### config.mk
export PLATFORM = sky130hd
export DESIGN_NAME = llsc_monitor
export DESIGN_NICKNAME = d
export VERILOG_FILES = /design/src/rtl/llsc_monitor.sv
export SDC_FILE = /design/constraint.sdc
export NUM_CORES = 1
export LEC_CHECK = 0
export BUFFER_PORTS_ARGS = -buffer_cell sky130_fd_sc_hd__buf_2
export CELL_PAD_IN_SITES_DETAIL_PLACEMENT = 1
export CELL_PAD_IN_SITES_GLOBAL_PLACEMENT = 2
export CORE_MARGIN = 4
export CORE_UTILIZATION = 19
export CTS_CLUSTER_SIZE = 20
export DETAILED_ROUTE_END_ITERATION = 16
export PLACE_DENSITY_LB_ADDON = 0.3
export SYNTH_ARGS = -nofsm -noshare
export SYNTH_HDL_FRONTEND = slang
export SYNTH_SLANG_ARGS = --single-unit
### constraint.sdc
create_clock -name clk -period 2.2 [get_ports clk]
set_clock_uncertainty 0.15 [all_clocks]
set_input_delay 0.44 -clock clk [delete_from_list [all_inputs] [get_ports clk]]
set_output_delay 0.44 -clock clk [all_outputs]
set_load 0.1 [all_outputs]
### src/rtl/llsc_monitor.sv
module llsc_monitor #(
  parameter int ADDR_W   = 32,
  parameter int DATA_W   = 32,
  parameter int GRAN_LSB = 2
) (
  input  logic              clk,
  input  logic              rst_n,
  input  logic              req_valid,
  input  logic [1:0]        req_op,
  input  logic [ADDR_W-1:0] req_addr,
  input  logic [DATA_W-1:0] req_wdata,
  input  logic              snoop_valid,
  input  logic [ADDR_W-1:0] snoop_addr,
  input  logic              irq,
  input  logic              ctx_switch,
  output logic              mem_re,
  output logic              mem_we,
  output logic [ADDR_W-1:0] mem_addr,
  output logic [DATA_W-1:0] mem_wdata,
  input  logic [DATA_W-1:0] mem_rdata,
  output logic              resp_valid,
  output logic [DATA_W-1:0] resp_rdata,
  output logic              resp_sc_ok
);
  localparam logic [1:0] OP_LD = 2'b00;
  localparam logic [1:0] OP_ST = 2'b01;
  localparam logic [1:0] OP_LL = 2'b10;
  localparam logic [1:0] OP_SC = 2'b11;
  localparam logic [ADDR_W-1:0] GRAN_MASK = {ADDR_W{1'b1}} << GRAN_LSB;

  logic              rsv_q;
  logic [ADDR_W-1:0] rsv_tag_q;
  logic              resp_valid_q;
  logic              resp_ok_q;

  logic [ADDR_W-1:0] req_tag, snp_tag;
  logic is_ld, is_st, is_ll, is_sc;
  logic kill, snp_on_held, snp_on_new, sc_pass;

  assign req_tag = req_addr & GRAN_MASK;
  assign snp_tag = snoop_addr & GRAN_MASK;

  assign is_ld = req_valid && (req_op == OP_LD);
  assign is_st = req_valid && (req_op == OP_ST);
  assign is_ll = req_valid && (req_op == OP_LL);
  assign is_sc = req_valid && (req_op == OP_SC);

  assign kill        = irq || ctx_switch;
  assign snp_on_held = snoop_valid && (snp_tag == rsv_tag_q);
  assign snp_on_new  = snoop_valid && (snp_tag == req_tag);

  assign sc_pass = is_sc && rsv_q && (req_tag == rsv_tag_q) && !kill && !snp_on_held;

  assign mem_re    = is_ld || is_ll;
  assign mem_we    = is_st || sc_pass;
  assign mem_addr  = req_addr;
  assign mem_wdata = req_wdata;

  always_ff @(posedge clk) begin
    if (!rst_n) begin
      rsv_q     <= 1'b0;
      rsv_tag_q <= '0;
    end else if (kill) begin
      rsv_q <= 1'b0;
    end else if (is_ll) begin
      rsv_tag_q <= req_tag;
      rsv_q     <= !snp_on_new;
    end else if (is_sc || snp_on_held) begin
      rsv_q <= 1'b0;
    end
  end

  always_ff @(posedge clk) begin
    if (!rst_n) begin
      resp_valid_q <= 1'b0;
      resp_ok_q    <= 1'b0;
    end else begin
      resp_valid_q <= req_valid;
      resp_ok_q    <= sc_pass;
    end
  end

  assign resp_valid = resp_valid_q;
  assign resp_sc_ok = resp_ok_q;
  assign resp_rdata = mem_rdata;

  AST_LL_RESERVES: assert property (@(posedge clk) disable iff (!rst_n)
    (is_ll && !kill && !snp_on_new) |=> (rsv_q && rsv_tag_q == ($past(req_addr) & GRAN_MASK)));
  AST_SC_REPORTS: assert property (@(posedge clk) disable iff (!rst_n)
    is_sc |=> (resp_valid && resp_sc_ok == $past(mem_we)));
  AST_SNOOP_CLEARS: assert property (@(posedge clk) disable iff (!rst_n)
    (snp_on_held && !is_ll) |=> !rsv_q);
  AST_KILL_CLEARS: assert property (@(posedge clk) disable iff (!rst_n)
    kill |=> !rsv_q);
  AST_SC_CONSUMES: assert property (@(posedge clk) disable iff (!rst_n)
    is_sc |=> !rsv_q);
  AST_SC_MISS_NO_WRITE: assert property (@(posedge clk) disable iff (!rst_n)
    (is_sc && (req_tag != rsv_tag_q)) |-> !mem_we);
  AST_SNOOP_WINS: assert property (@(posedge clk) disable iff (!rst_n)
    (is_sc && snoop_valid && (snp_tag == req_tag)) |-> !mem_we);
  AST_PLAIN_KEEPS: assert property (@(posedge clk) disable iff (!rst_n)
    ((is_ld || is_st) && !kill && !snp_on_held) |=> $stable(rsv_q));
endmodule

==> metrics.cfg <==
[run_status]
status = finished with violations
violations = setup timing

[detailed_routing]
drc = 0
wl_per_cell_um = 16.7
vias_per_cell = 4.09
postRouteAntennaNets = 0
drt_iter0_drc = 57
num_vias = 2598
routed_wl_mm = 10.6
drtPass1Iterations = 4

[global_route]
grt_util_all_layers_pct = 12.2
grt-ovfl-total = 0
grt_pass1_vias = 2866
grt_max_degree = 33
antenna_found_initial = 0
grt_first_pass_wirelength_mm = 15.4

[placed_design]
numPlacedInstances = 627
placed_area_um2 = 3530
io_buffers = 101
gp_congestion = 0.747
dp_hpwl_mm = 8.78

[floorplan]
start_util_pct = 19.6
num_rows = 44
die-area_um2 = 17100
io_pins = 236
coreArea_um2 = 14600
die_w_um = 131
die_y_um = 131

[logic_synthesis]
ys_seq_elements = 33
synth_cell_types = 22
ys.warnings.count = 0
syn_avg_cell_area_um2 = 7.89
syn_inst = 363
netlist_area_um2 = 2870
synth.yosys.seq_area_share_pct = 23.1
syn_nets = 499
synth_top_area_share_pct = 25.2
netlist.top_cell.by_area = buf_4
synthTopCellsByArea = buf_4 (25%), dfxtp_1 (23%), xor2_1 (16%), xnor2_1 (12%), nand2_1 (8.0%)

[setup_path]
cp-start-kind = register
r2r_start = rsv_tag_q[8]
path_cells = xor2_1, nor4_1, buf_4, nand4_1, or4_4, o21ai_4, buf_12
critPathMaxFanout = 2
r2r_cells = 7
critical_path_class = register to output port
slowest_delay_ps = 530
cpLargestDelayFamily = simple AND/OR/NAND/NOR gates
startpoint = rsv_tag_q[8]
crit_buf_inv = 2
cp.required_ps = 1610
critPathCaptureType = output port
path_depth = 7
cp_slowest_cell = or4_4
crit_arrival_ps = 2190

[sta]
post-route-period-util_pct = 126
relSlewSlack_pct = 66.6
setup_ws_ps = -576
setup_viol = 1
timing.fmax_mhz = 360
slew_violations = 0
period_minus_slack_ps = 2780
final-hold-violation-count = 0
rsz0062_at_grt = true
tightest_slew_ps = 505

[power_and_ir_drop]
total_leakage_power_nw = 1.65
clkPwrFrac_pct = 35.9
power_frac_seq_pct = 30.7
ir_drop_mv = 0.248
p_sw_w = 0.000719
p_int_w = 0.00127
combPwrFrac_pct = 33.3
p_sw_share_pct = 36.1
cellPowerDensity_nw_per_um2 = 534

[clocking]
clock-sinks = 33
root_buffer = clkbuf_16
clock_path_buffers = 2
ctsHoldBuffers = 0
h-tree-depth = 2
clk_pin_slew_worst_paths_ps = 50
cts_buffers = 5
clock_latency_ps = 280
tritoncts = built

[final_layout]
final_nets = 587
regArea_um2 = 664
n_antenna_cell = 0
design_area_um2 = 3720
fillCellCount = 1791
instances_no_fill = 635
multi_input_area_um2 = 1500
area_growth_pct = 30.0
drive_gt1_share_pct = 45.7

[job]
cap_violations = 0

[hold_path]
whs_path_depth = 2
hp-class = primary input to register
min_from = rst_n

area by class of cell:
cell class | count | area share (%)
multi-input cells | 224 | 40.3
repair buffers | 186 | 31.8
flip-flops and latches | 33 | 17.8
well taps | 184 | 6.18
clock buffers | 7 | 3.83
inverters | 1 | 0.101
per-layer routing:
metal  global-route usage (%)  share of wire (%)  vias to the layer above
met3                     3.05                5.8                       15
met4                     3.15                1.1                        0
li1                         -                  -                     1268
met1                     14.7                 42                     1225
met2                     21.7                 51                       90
met5                        0                  0                        -
state kept, by name, indices dropped and copies added, names as in the netlist:
signal      cells
rsv_q           1
rsv_tag_q      30
resp_sc_ok      1
resp_valid      1
power by group through the flow:
stage	Clock, W	Sequential, W	Combinational [W]
3_3_place_gp	0	0.000624	0.000662
4_1_cts	0.000744	0.000612	0.000671
6_report	0.000715	0.000612	0.000664
2_1_floorplan	0	0.000632	0.000960
3_5_place_dp	0	0.000625	0.000667
5_1_grt	0.000770	0.000613	0.000702
worst paths after layout:
check	endpoint	slack [ps]
worst max-delay path	mem_we	-580
worst min-delay path	resp_valid	240
worst max register to register	resp_sc_ok	210
worst min register to register	rsv_tag_q[2]	340
cell usage in the layout (no fill, tap or decap), types with 2 or more instances in the layout:
cell type,instances
xnor2_1,37
nor4_2,5
a21oi_1,31
buf_4,83
o21ai_1,2
nand4_1,13
nor3_1,3
nand2_1,61
buf_2,100
clkbuf_16,5
xor2_1,52
buf_12,3
dfxtp_2,3
or4_1,3
dfxtp_1,30
nor4_1,7
repair_timing:
action	CTS	global route
resized for setup	3	6
pin swaps	6	5
setup buffers	0	1
setup endpoints to repair	1	1
synthesized netlist by cell type:
| master | instances |
|---|---|
| a21oi_1 | 31 |
| and2_1 | 1 |
| buf_4 | 96 |
| clkbuf_1 | 9 |
| dfxtp_1 | 33 |
| inv_1 | 1 |
| nand2_1 | 61 |
| nand3_1 | 1 |
| nand3b_1 | 1 |
| nand4_1 | 13 |
| nor2b_1 | 1 |
| nor3_1 | 3 |
| nor3_2 | 1 |
| nor3b_1 | 1 |
| nor4_1 | 12 |
| o211ai_1 | 1 |
| o21ai_1 | 2 |
| o21ai_2 | 1 |
| or4_1 | 3 |
| or4_4 | 1 |
| xnor2_1 | 38 |
| xor2_1 | 52 |
cells by family after synthesis:
logic type | count (synthesis) | share of synthesized area (%)
compound gates | 35 | 6.33
xor+xnor | 90 | 27.5
buf+inv | 106 | 26.5
flops | 33 | 23.1
simple gates | 99 | 16.6
metrics by stage:
stage          worst slack, ps  power [W]  setup TNS (ps)  util (%)  hold WS [ps]
3_5_place_dp              -550    0.00129            -556      24.1           340
4_1_cts                   -605    0.00203            -605      25.2           232
6_report                  -576    0.00199            -576      25.4           238
3_3_place_gp              -560    0.00129            -607      24.1           328
2_1_floorplan             -394    0.00159            -394         -           322
5_1_grt                   -656    0.00208            -656      25.4           245
Note: power is estimated with default switching activity, not from simulation.
